File: config.mk
export PLATFORM = sky130hd
export DESIGN_NAME = irq_aggregator
export DESIGN_NICKNAME = d
export VERILOG_FILES = /design/src/rtl/irqagg_pkg.sv /design/src/rtl/irqagg_edge.sv /design/src/rtl/irqagg_regbus.sv /design/src/rtl/irqagg_core.sv /design/src/rtl/irq_aggregator.sv
export SDC_FILE = /design/constraint.sdc
export NUM_CORES = 1
export LEC_CHECK = 0
export ABC_AREA = 1
export BUFFER_PORTS_ARGS = -buffer_cell sky130_fd_sc_hd__buf_2
export CORE_ASPECT_RATIO = 0.75
export CORE_UTILIZATION = 36
export DETAILED_ROUTE_END_ITERATION = 10
export SETUP_SLACK_MARGIN = 0.5
export SLEW_MARGIN = 20
export SYNTH_ARGS = -nofsm -noshare
export SYNTH_HDL_FRONTEND = slang
export SYNTH_HIERARCHICAL = 1
export SYNTH_SLANG_ARGS = --single-unit
File: constraint.sdc
create_clock -name clk -period 5.3 [get_ports clk]
set_input_delay 0.265 -clock clk [delete_from_list [all_inputs] [get_ports clk]]
set_output_delay 0.265 -clock clk [all_outputs]
set_load 0.005 [all_outputs]
File: src/rtl/irqagg_pkg.sv
package irqagg_pkg;

  // Byte offsets of the register views
  localparam int unsigned OFF_STAT     = 'h00;
  localparam int unsigned OFF_STAT_SET = 'h04;
  localparam int unsigned OFF_STAT_CLR = 'h08;
  localparam int unsigned OFF_MASK     = 'h0C;
  localparam int unsigned OFF_MASK_SET = 'h10;
  localparam int unsigned OFF_MASK_CLR = 'h14;

  typedef enum logic [2:0] {
    RS_NONE,
    RS_STAT,
    RS_STAT_SET,
    RS_STAT_CLR,
    RS_MASK,
    RS_MASK_SET,
    RS_MASK_CLR
  } reg_sel_e;

endpackage

File: src/rtl/irqagg_edge.sv
module irqagg_edge #(
  parameter int unsigned N_SRC = 32
) (
  input  logic             clk,
  input  logic             rst_n,
  input  logic [N_SRC-1:0] src_i,
  output logic [N_SRC-1:0] rise_o
);

  logic [N_SRC-1:0] src_q;
  logic [N_SRC-1:0] src_d;

  always_comb begin
    src_d = src_i;
  end

  always_ff @(posedge clk or negedge rst_n) begin
    if (!rst_n) src_q <= '0;
    else        src_q <= src_d;
  end

  for (genvar k = 0; k < N_SRC; k++) begin : g_rise
    assign rise_o[k] = src_i[k] & ~src_q[k];
  end

endmodule

File: src/rtl/irqagg_regbus.sv
module irqagg_regbus
  import irqagg_pkg::*;
#(
  parameter int unsigned N_SRC  = 32,
  parameter int unsigned ADDR_W = 8
) (
  input  logic              clk,
  input  logic              rst_n,
  input  logic              bus_sel,
  input  logic              bus_wr,
  input  logic [ADDR_W-1:0] bus_addr,
  input  logic [N_SRC-1:0]  bus_wdata,
  input  logic [N_SRC-1:0]  status_i,
  input  logic [N_SRC-1:0]  mask_i,
  output logic [N_SRC-1:0]  stat_set_o,
  output logic [N_SRC-1:0]  stat_clr_o,
  output logic [N_SRC-1:0]  mask_set_o,
  output logic [N_SRC-1:0]  mask_clr_o,
  output logic              unmapped_o,
  output logic [N_SRC-1:0]  rdata_o
);

  localparam logic [ADDR_W-1:0] A_STAT     = ADDR_W'(OFF_STAT);
  localparam logic [ADDR_W-1:0] A_STAT_SET = ADDR_W'(OFF_STAT_SET);
  localparam logic [ADDR_W-1:0] A_STAT_CLR = ADDR_W'(OFF_STAT_CLR);
  localparam logic [ADDR_W-1:0] A_MASK     = ADDR_W'(OFF_MASK);
  localparam logic [ADDR_W-1:0] A_MASK_SET = ADDR_W'(OFF_MASK_SET);
  localparam logic [ADDR_W-1:0] A_MASK_CLR = ADDR_W'(OFF_MASK_CLR);

  reg_sel_e         sel;
  logic             wr_en;
  logic             rd_en;
  logic [N_SRC-1:0] rdata_q;
  logic [N_SRC-1:0] rdata_d;

  // Address decode
  always_comb begin
    unique case (bus_addr)
      A_STAT:     sel = RS_STAT;
      A_STAT_SET: sel = RS_STAT_SET;
      A_STAT_CLR: sel = RS_STAT_CLR;
      A_MASK:     sel = RS_MASK;
      A_MASK_SET: sel = RS_MASK_SET;
      A_MASK_CLR: sel = RS_MASK_CLR;
      default:    sel = RS_NONE;
    endcase
  end

  assign wr_en      = bus_sel &  bus_wr;
  assign rd_en      = bus_sel & ~bus_wr;
  assign unmapped_o = bus_sel & (sel == RS_NONE);

  // Write strobes: data word gated by the decoded view
  assign stat_set_o = (wr_en && sel == RS_STAT_SET) ? bus_wdata : '0;
  assign stat_clr_o = (wr_en && sel == RS_STAT_CLR) ? bus_wdata : '0;
  assign mask_set_o = (wr_en && sel == RS_MASK_SET) ? bus_wdata : '0;
  assign mask_clr_o = (wr_en && sel == RS_MASK_CLR) ? bus_wdata : '0;

  // Read data next state: only the two read views return data
  always_comb begin
    rdata_d = rdata_q;
    if (rd_en) begin
      unique case (sel)
        RS_STAT: rdata_d = status_i;
        RS_MASK: rdata_d = mask_i;
        default: rdata_d = '0;
      endcase
    end
  end

  always_ff @(posedge clk or negedge rst_n) begin
    if (!rst_n)     rdata_q <= '0;
    else if (rd_en) rdata_q <= rdata_d;
  end

  assign rdata_o = rdata_q;

  // write-only views read back as zero
  a_r9_wo_reads_zero: assert property (@(posedge clk) disable iff (!rst_n)
    (rd_en && (sel == RS_STAT_SET || sel == RS_STAT_CLR ||
               sel == RS_MASK_SET || sel == RS_MASK_CLR)) |=> (rdata_o == '0));

  // unmapped reads return zero
  a_r10_unmapped_read_zero: assert property (@(posedge clk) disable iff (!rst_n)
    (rd_en && unmapped_o) |=> (rdata_o == '0));

  // read data holds between reads
  a_r9_rdata_holds: assert property (@(posedge clk) disable iff (!rst_n)
    !rd_en |=> $stable(rdata_o));

  // At most one write view fires per cycle
  a_r3_single_view: assert property (@(posedge clk) disable iff (!rst_n)
    $onehot0({|stat_set_o, |stat_clr_o, |mask_set_o, |mask_clr_o}));

endmodule

File: src/rtl/irqagg_core.sv
module irqagg_core #(
  parameter int unsigned N_SRC = 32
) (
  input  logic             clk,
  input  logic             rst_n,
  input  logic [N_SRC-1:0] rise_i,
  input  logic [N_SRC-1:0] stat_set_i,
  input  logic [N_SRC-1:0] stat_clr_i,
  input  logic [N_SRC-1:0] mask_set_i,
  input  logic [N_SRC-1:0] mask_clr_i,
  output logic [N_SRC-1:0] status_o,
  output logic [N_SRC-1:0] mask_o,
  output logic             irq_o
);

  logic [N_SRC-1:0] status_q, status_d;
  logic [N_SRC-1:0] mask_q,   mask_d;
  logic [N_SRC-1:0] pending;
  logic             status_en;
  logic             mask_en;

  assign status_en = |{rise_i, stat_set_i, stat_clr_i};
  assign mask_en   = |{mask_set_i, mask_clr_i};

  // Per-bit next state; a fresh edge outranks an acknowledge
  for (genvar k = 0; k < N_SRC; k++) begin : g_bit
    always_comb begin
      status_d[k] = (status_q[k] & ~stat_clr_i[k]) | stat_set_i[k] | rise_i[k];
      mask_d[k]   = (mask_q[k] | mask_set_i[k]) & ~mask_clr_i[k];
    end
  end

  always_ff @(posedge clk or negedge rst_n) begin
    if (!rst_n)         status_q <= '0;
    else if (status_en) status_q <= status_d;
  end

  always_ff @(posedge clk or negedge rst_n) begin
    if (!rst_n)       mask_q <= '1;
    else if (mask_en) mask_q <= mask_d;
  end

  assign pending  = status_q & ~mask_q;
  assign irq_o    = |pending;
  assign status_o = status_q;
  assign mask_o   = mask_q;

  // a caught edge is present next cycle, whatever the bus does
  a_r8_edge_wins: assert property (@(posedge clk) disable iff (!rst_n)
    (|rise_i) |=> ((status_o & $past(rise_i)) == $past(rise_i)));

  // acknowledged bits without a new edge are cleared
  a_r3_ack_clears: assert property (@(posedge clk) disable iff (!rst_n)
    (|(stat_clr_i & ~rise_i)) |=> ((status_o & $past(stat_clr_i & ~rise_i)) == '0));

  // software-raised bits are set
  a_r4_sw_set: assert property (@(posedge clk) disable iff (!rst_n)
    (|stat_set_i) |=> ((status_o & $past(stat_set_i)) == $past(stat_set_i)));

  // mask set and mask clear land on their bits
  a_r5_mask_set: assert property (@(posedge clk) disable iff (!rst_n)
    (|mask_set_i) |=> ((mask_o & $past(mask_set_i)) == $past(mask_set_i)));
  a_r5_mask_clr: assert property (@(posedge clk) disable iff (!rst_n)
    (|mask_clr_i) |=> ((mask_o & $past(mask_clr_i)) == '0));

  // mask writes never discard caught events
  a_r7_mask_keeps_status: assert property (@(posedge clk) disable iff (!rst_n)
    (mask_en && !status_en) |=> (status_o == $past(status_o)));

  // full mask keeps the request low
  a_r11_full_mask_quiet: assert property (@(posedge clk) disable iff (!rst_n)
    (mask_o == '1) |-> !irq_o);

  // nothing caught, no request
  a_r6_idle_quiet: assert property (@(posedge clk) disable iff (!rst_n)
    (status_o == '0) |-> !irq_o);

endmodule

File: src/rtl/irq_aggregator.sv
module irq_aggregator
  import irqagg_pkg::*;
#(
  parameter int unsigned N_SRC  = 32,
  parameter int unsigned ADDR_W = 8
) (
  input  logic              clk,
  input  logic              rst_n,
  input  logic [N_SRC-1:0]  src_i,
  input  logic              bus_sel,
  input  logic              bus_wr,
  input  logic [ADDR_W-1:0] bus_addr,
  input  logic [N_SRC-1:0]  bus_wdata,
  output logic [N_SRC-1:0]  bus_rdata,
  output logic              irq_o
);

  localparam int unsigned RST_STAGES = 2;

  logic [RST_STAGES-1:0] rst_sync_q;
  logic                  rst_n_int;
  logic [N_SRC-1:0]      rise;
  logic [N_SRC-1:0]      stat_set, stat_clr, mask_set, mask_clr;
  logic [N_SRC-1:0]      status, mask;
  logic                  unmapped;

  // Asynchronous assert, synchronous release
  always_ff @(posedge clk or negedge rst_n) begin
    if (!rst_n) rst_sync_q <= '0;
    else        rst_sync_q <= {rst_sync_q[RST_STAGES-2:0], 1'b1};
  end
  assign rst_n_int = rst_sync_q[RST_STAGES-1];

  irqagg_edge #(.N_SRC(N_SRC)) i_edge (
    .clk    (clk),
    .rst_n  (rst_n_int),
    .src_i  (src_i),
    .rise_o (rise)
  );

  irqagg_regbus #(.N_SRC(N_SRC), .ADDR_W(ADDR_W)) i_regbus (
    .clk        (clk),
    .rst_n      (rst_n_int),
    .bus_sel    (bus_sel),
    .bus_wr     (bus_wr),
    .bus_addr   (bus_addr),
    .bus_wdata  (bus_wdata),
    .status_i   (status),
    .mask_i     (mask),
    .stat_set_o (stat_set),
    .stat_clr_o (stat_clr),
    .mask_set_o (mask_set),
    .mask_clr_o (mask_clr),
    .unmapped_o (unmapped),
    .rdata_o    (bus_rdata)
  );

  irqagg_core #(.N_SRC(N_SRC)) i_core (
    .clk        (clk),
    .rst_n      (rst_n_int),
    .rise_i     (rise),
    .stat_set_i (stat_set),
    .stat_clr_i (stat_clr),
    .mask_set_i (mask_set),
    .mask_clr_i (mask_clr),
    .status_o   (status),
    .mask_o     (mask),
    .irq_o      (irq_o)
  );

  // unmapped accesses leave all state alone
  a_r10_unmapped_inert: assert property (@(posedge clk) disable iff (!rst_n_int)
    (unmapped && rise == '0) |=> ($stable(status) && $stable(mask)));

endmodule

==> out/qor.csv <==
stage,metric,value,unit
status,status,"finished, final reports clean",
detailed_routing,route.detailed.drc,0,
finish,final_cell_mix,"176 x nor2_1, 132 x inv_1, 108 x buf_2",
setup_path,cp-end-kind,flop,
die,start_util,36.8,%
worst_hold_path,hp-class,primary input to async pin,
clock_tree,cts_sinks,130,
global_routing,gr-total-overflow,0,
timing,tightest_slew,0.997,ns
finish,antenna_cells,0,
synthesis,synthesis.nets,895,
placed_design,dp_cells,1140,
power_and_ir_drop,p_leak,3.82,nW
finish,final_common_cell,nor2_1,
detailed_routing,vias,5578,
timing,min_period,2.21,ns
power_and_ir_drop,power_density,293,mW/mm^2
detailed_routing,viasPerCell,4.63,
timing,period_share,41.6,%
clock_tree,cts_tree,done,
timing,finalHoldViolCount,0,
timing,skew,0.00416,ns
detailed_routing,wire_per_inst,13.9,um
synthesis,syn_area_per_cell,8.29,um^2
setup_path,required,5.66,ns
power_and_ir_drop,sw_frac_of_total,24.4,%
clock_tree,cts_root_buffer,clkbuf_16,
synthesis,yosysWarnings,6,
placed_design,post-dp-hpwl,10.8,mm
detailed_routing,drtIter0Drc,305,
placed_design,dpl_worst_slack,2.64,ns
global_routing,first_global_vias,5322,
timing,fmaxAchievable,453,MHz
global_routing,grt_usage,18.4,%
die,dieHeight,121,um
die,core_area,0.0185,mm^2
power_and_ir_drop,p_comb_share,8.9,%
finish,stdcell_area,0.00835,mm^2
timing,maxSlewHeadroom,33.3,%
power_and_ir_drop,vdd_drop_max,0.163,mV
timing,setup_slack,3.09,ns
placed_design,place_area,0.00744,mm^2
power_and_ir_drop,seq_power_share,43.7,%
power_and_ir_drop,p_clk_share,47.5,%
detailed_routing,finalWirelength,16.8,mm
power_and_ir_drop,p_sw,0.598,mW
timing,setup_viol,0,
finish,area_growth,23.1,%
clock_tree,clk_latency,0.42,ns
detailed_routing,firstDrtPassIters,5,
clock_tree,numCtsBuffers,17,
timing,rsz0062_at_grt,no,
global_routing,grt_pass1_wl,27.6,mm
timing,maxSlewViolCount,0,
power_and_ir_drop,finalPower,2.45,mW
placed_design,gp_congestion,0.784,
job,cap_viol_max_count,0,
clock_tree,path_clk_slew,0.06,ns
clock_tree,htreeDepth,4,
finish,drive_gt1_share,30.8,%
finish,final_util,45.3,%
timing,fin_setup_tns,0,ns
clock_tree,post-cts-setup-buffer-count,0,
die,io_pins,109,
timing,hold_slack,0.152,ns
detailed_routing,final_antenna_net_count,0,
global_routing,grt_antenna_before_repair,0,
placed_design,portBuffers,108,
die,num_rows,43,
finish,finish.net_count,1021,
setup_path,crit_path_max_fanout,33,
synthesis,synth_cells,819,
synthesis,netlist_area,0.00679,mm^2
setup_path,worstSetupPathType,primary input to flop,
finish,instances_no_fill,1205,
clock_tree,clockBufferDepth,2,
die,fp.dieW,161,um
die,die_area,0.0194,mm^2
setup_path,cp-start-kind,primary input,
power_and_ir_drop,p_int,1.85,mW
global_routing,grt_max_degree,67,
setup_path,cp.arrival,2.56,ns
area by class of cell:
class | instances | area (um^2)
Tap cell | 247 | 309
Multi-Input combinational cell | 512 | 2740
Clock inverter | 11 | 110
Inverter | 137 | 514
Sequential cell | 130 | 3300
Clock buffer | 21 | 470
Timing Repair Buffer | 147 | 916
Fill cell | 1847 | 10100
worst paths after layout:
kind / endpoint / startpoint / slack [ns] / cells after the start
max reg2reg: i_regbus/rdata_o[20]$_DFFE_PN0P_ / rst_sync_q[1]$_DFF_PN0_ / 3.80 / 1
min: rst_sync_q[1]$_DFF_PN0_ / rst_n / 0.15 / 2
max in group asynchronous: i_regbus/rdata_o[20]$_DFFE_PN0P_ / rst_sync_q[1]$_DFF_PN0_ / 3.80 / 1
max: i_core/mask_o[0]$_DFFE_PN1P_ / bus_addr[1] / 3.09 / 10
min in group clk: i_core/mask_o[4]$_DFFE_PN1P_ / bus_wdata[4] / 0.16 / 4
min reg2reg: rst_sync_q[1]$_DFF_PN0_ / rst_sync_q[0]$_DFF_PN0_ / 0.35 / 0
worst max-delay path, stage by stage:
cell	delay (ns)
buf_2	0.10
inv_1	0.06
nand2_2	0.11
nor2_4	0.72
nand2_4	0.13
nand2_4	0.10
nand2_2	0.50
nor3_1	0.37
nor2_1	0.08
nor2_1	0.09
per-layer routing:
metal,GRT usage [%],up-vias,part of all wire [%],wire (um)
met5,0,-,0,0
met4,5.71,0,1.1,183
met3,3.93,15,4.7,789
met2,28.0,128,43,7290
met1,26.1,2601,51,8510
li1,-,2834,-,-
what timing repair did:
item / 4_1_cts / 5_1_grt
hold buffers: 33 / 0
hold endpoints to repair: 34 / 0
resized for setup: 0 / 0
power groups by stage:
stage | clock network, mW | registers [mW] | logic [mW]
2_1_floorplan | 0 | 1.09 | 0.101
6_report | 1.16 | 1.07 | 0.217
3_5_place_dp | 0 | 1.09 | 0.201
5_1_grt | 1.23 | 1.08 | 0.243
3_3_place_gp | 0 | 1.09 | 0.200
4_1_cts | 1.19 | 1.07 | 0.221
registers in the layout, indices dropped and copies added (netlist names):
name and cells:
i_regbus/rdata_o 32, i_core/mask_o 32, rst_sync_q 2, i_edge/src_q 32, i_core/status_o 32
Power figures use the tool's default switching activity.
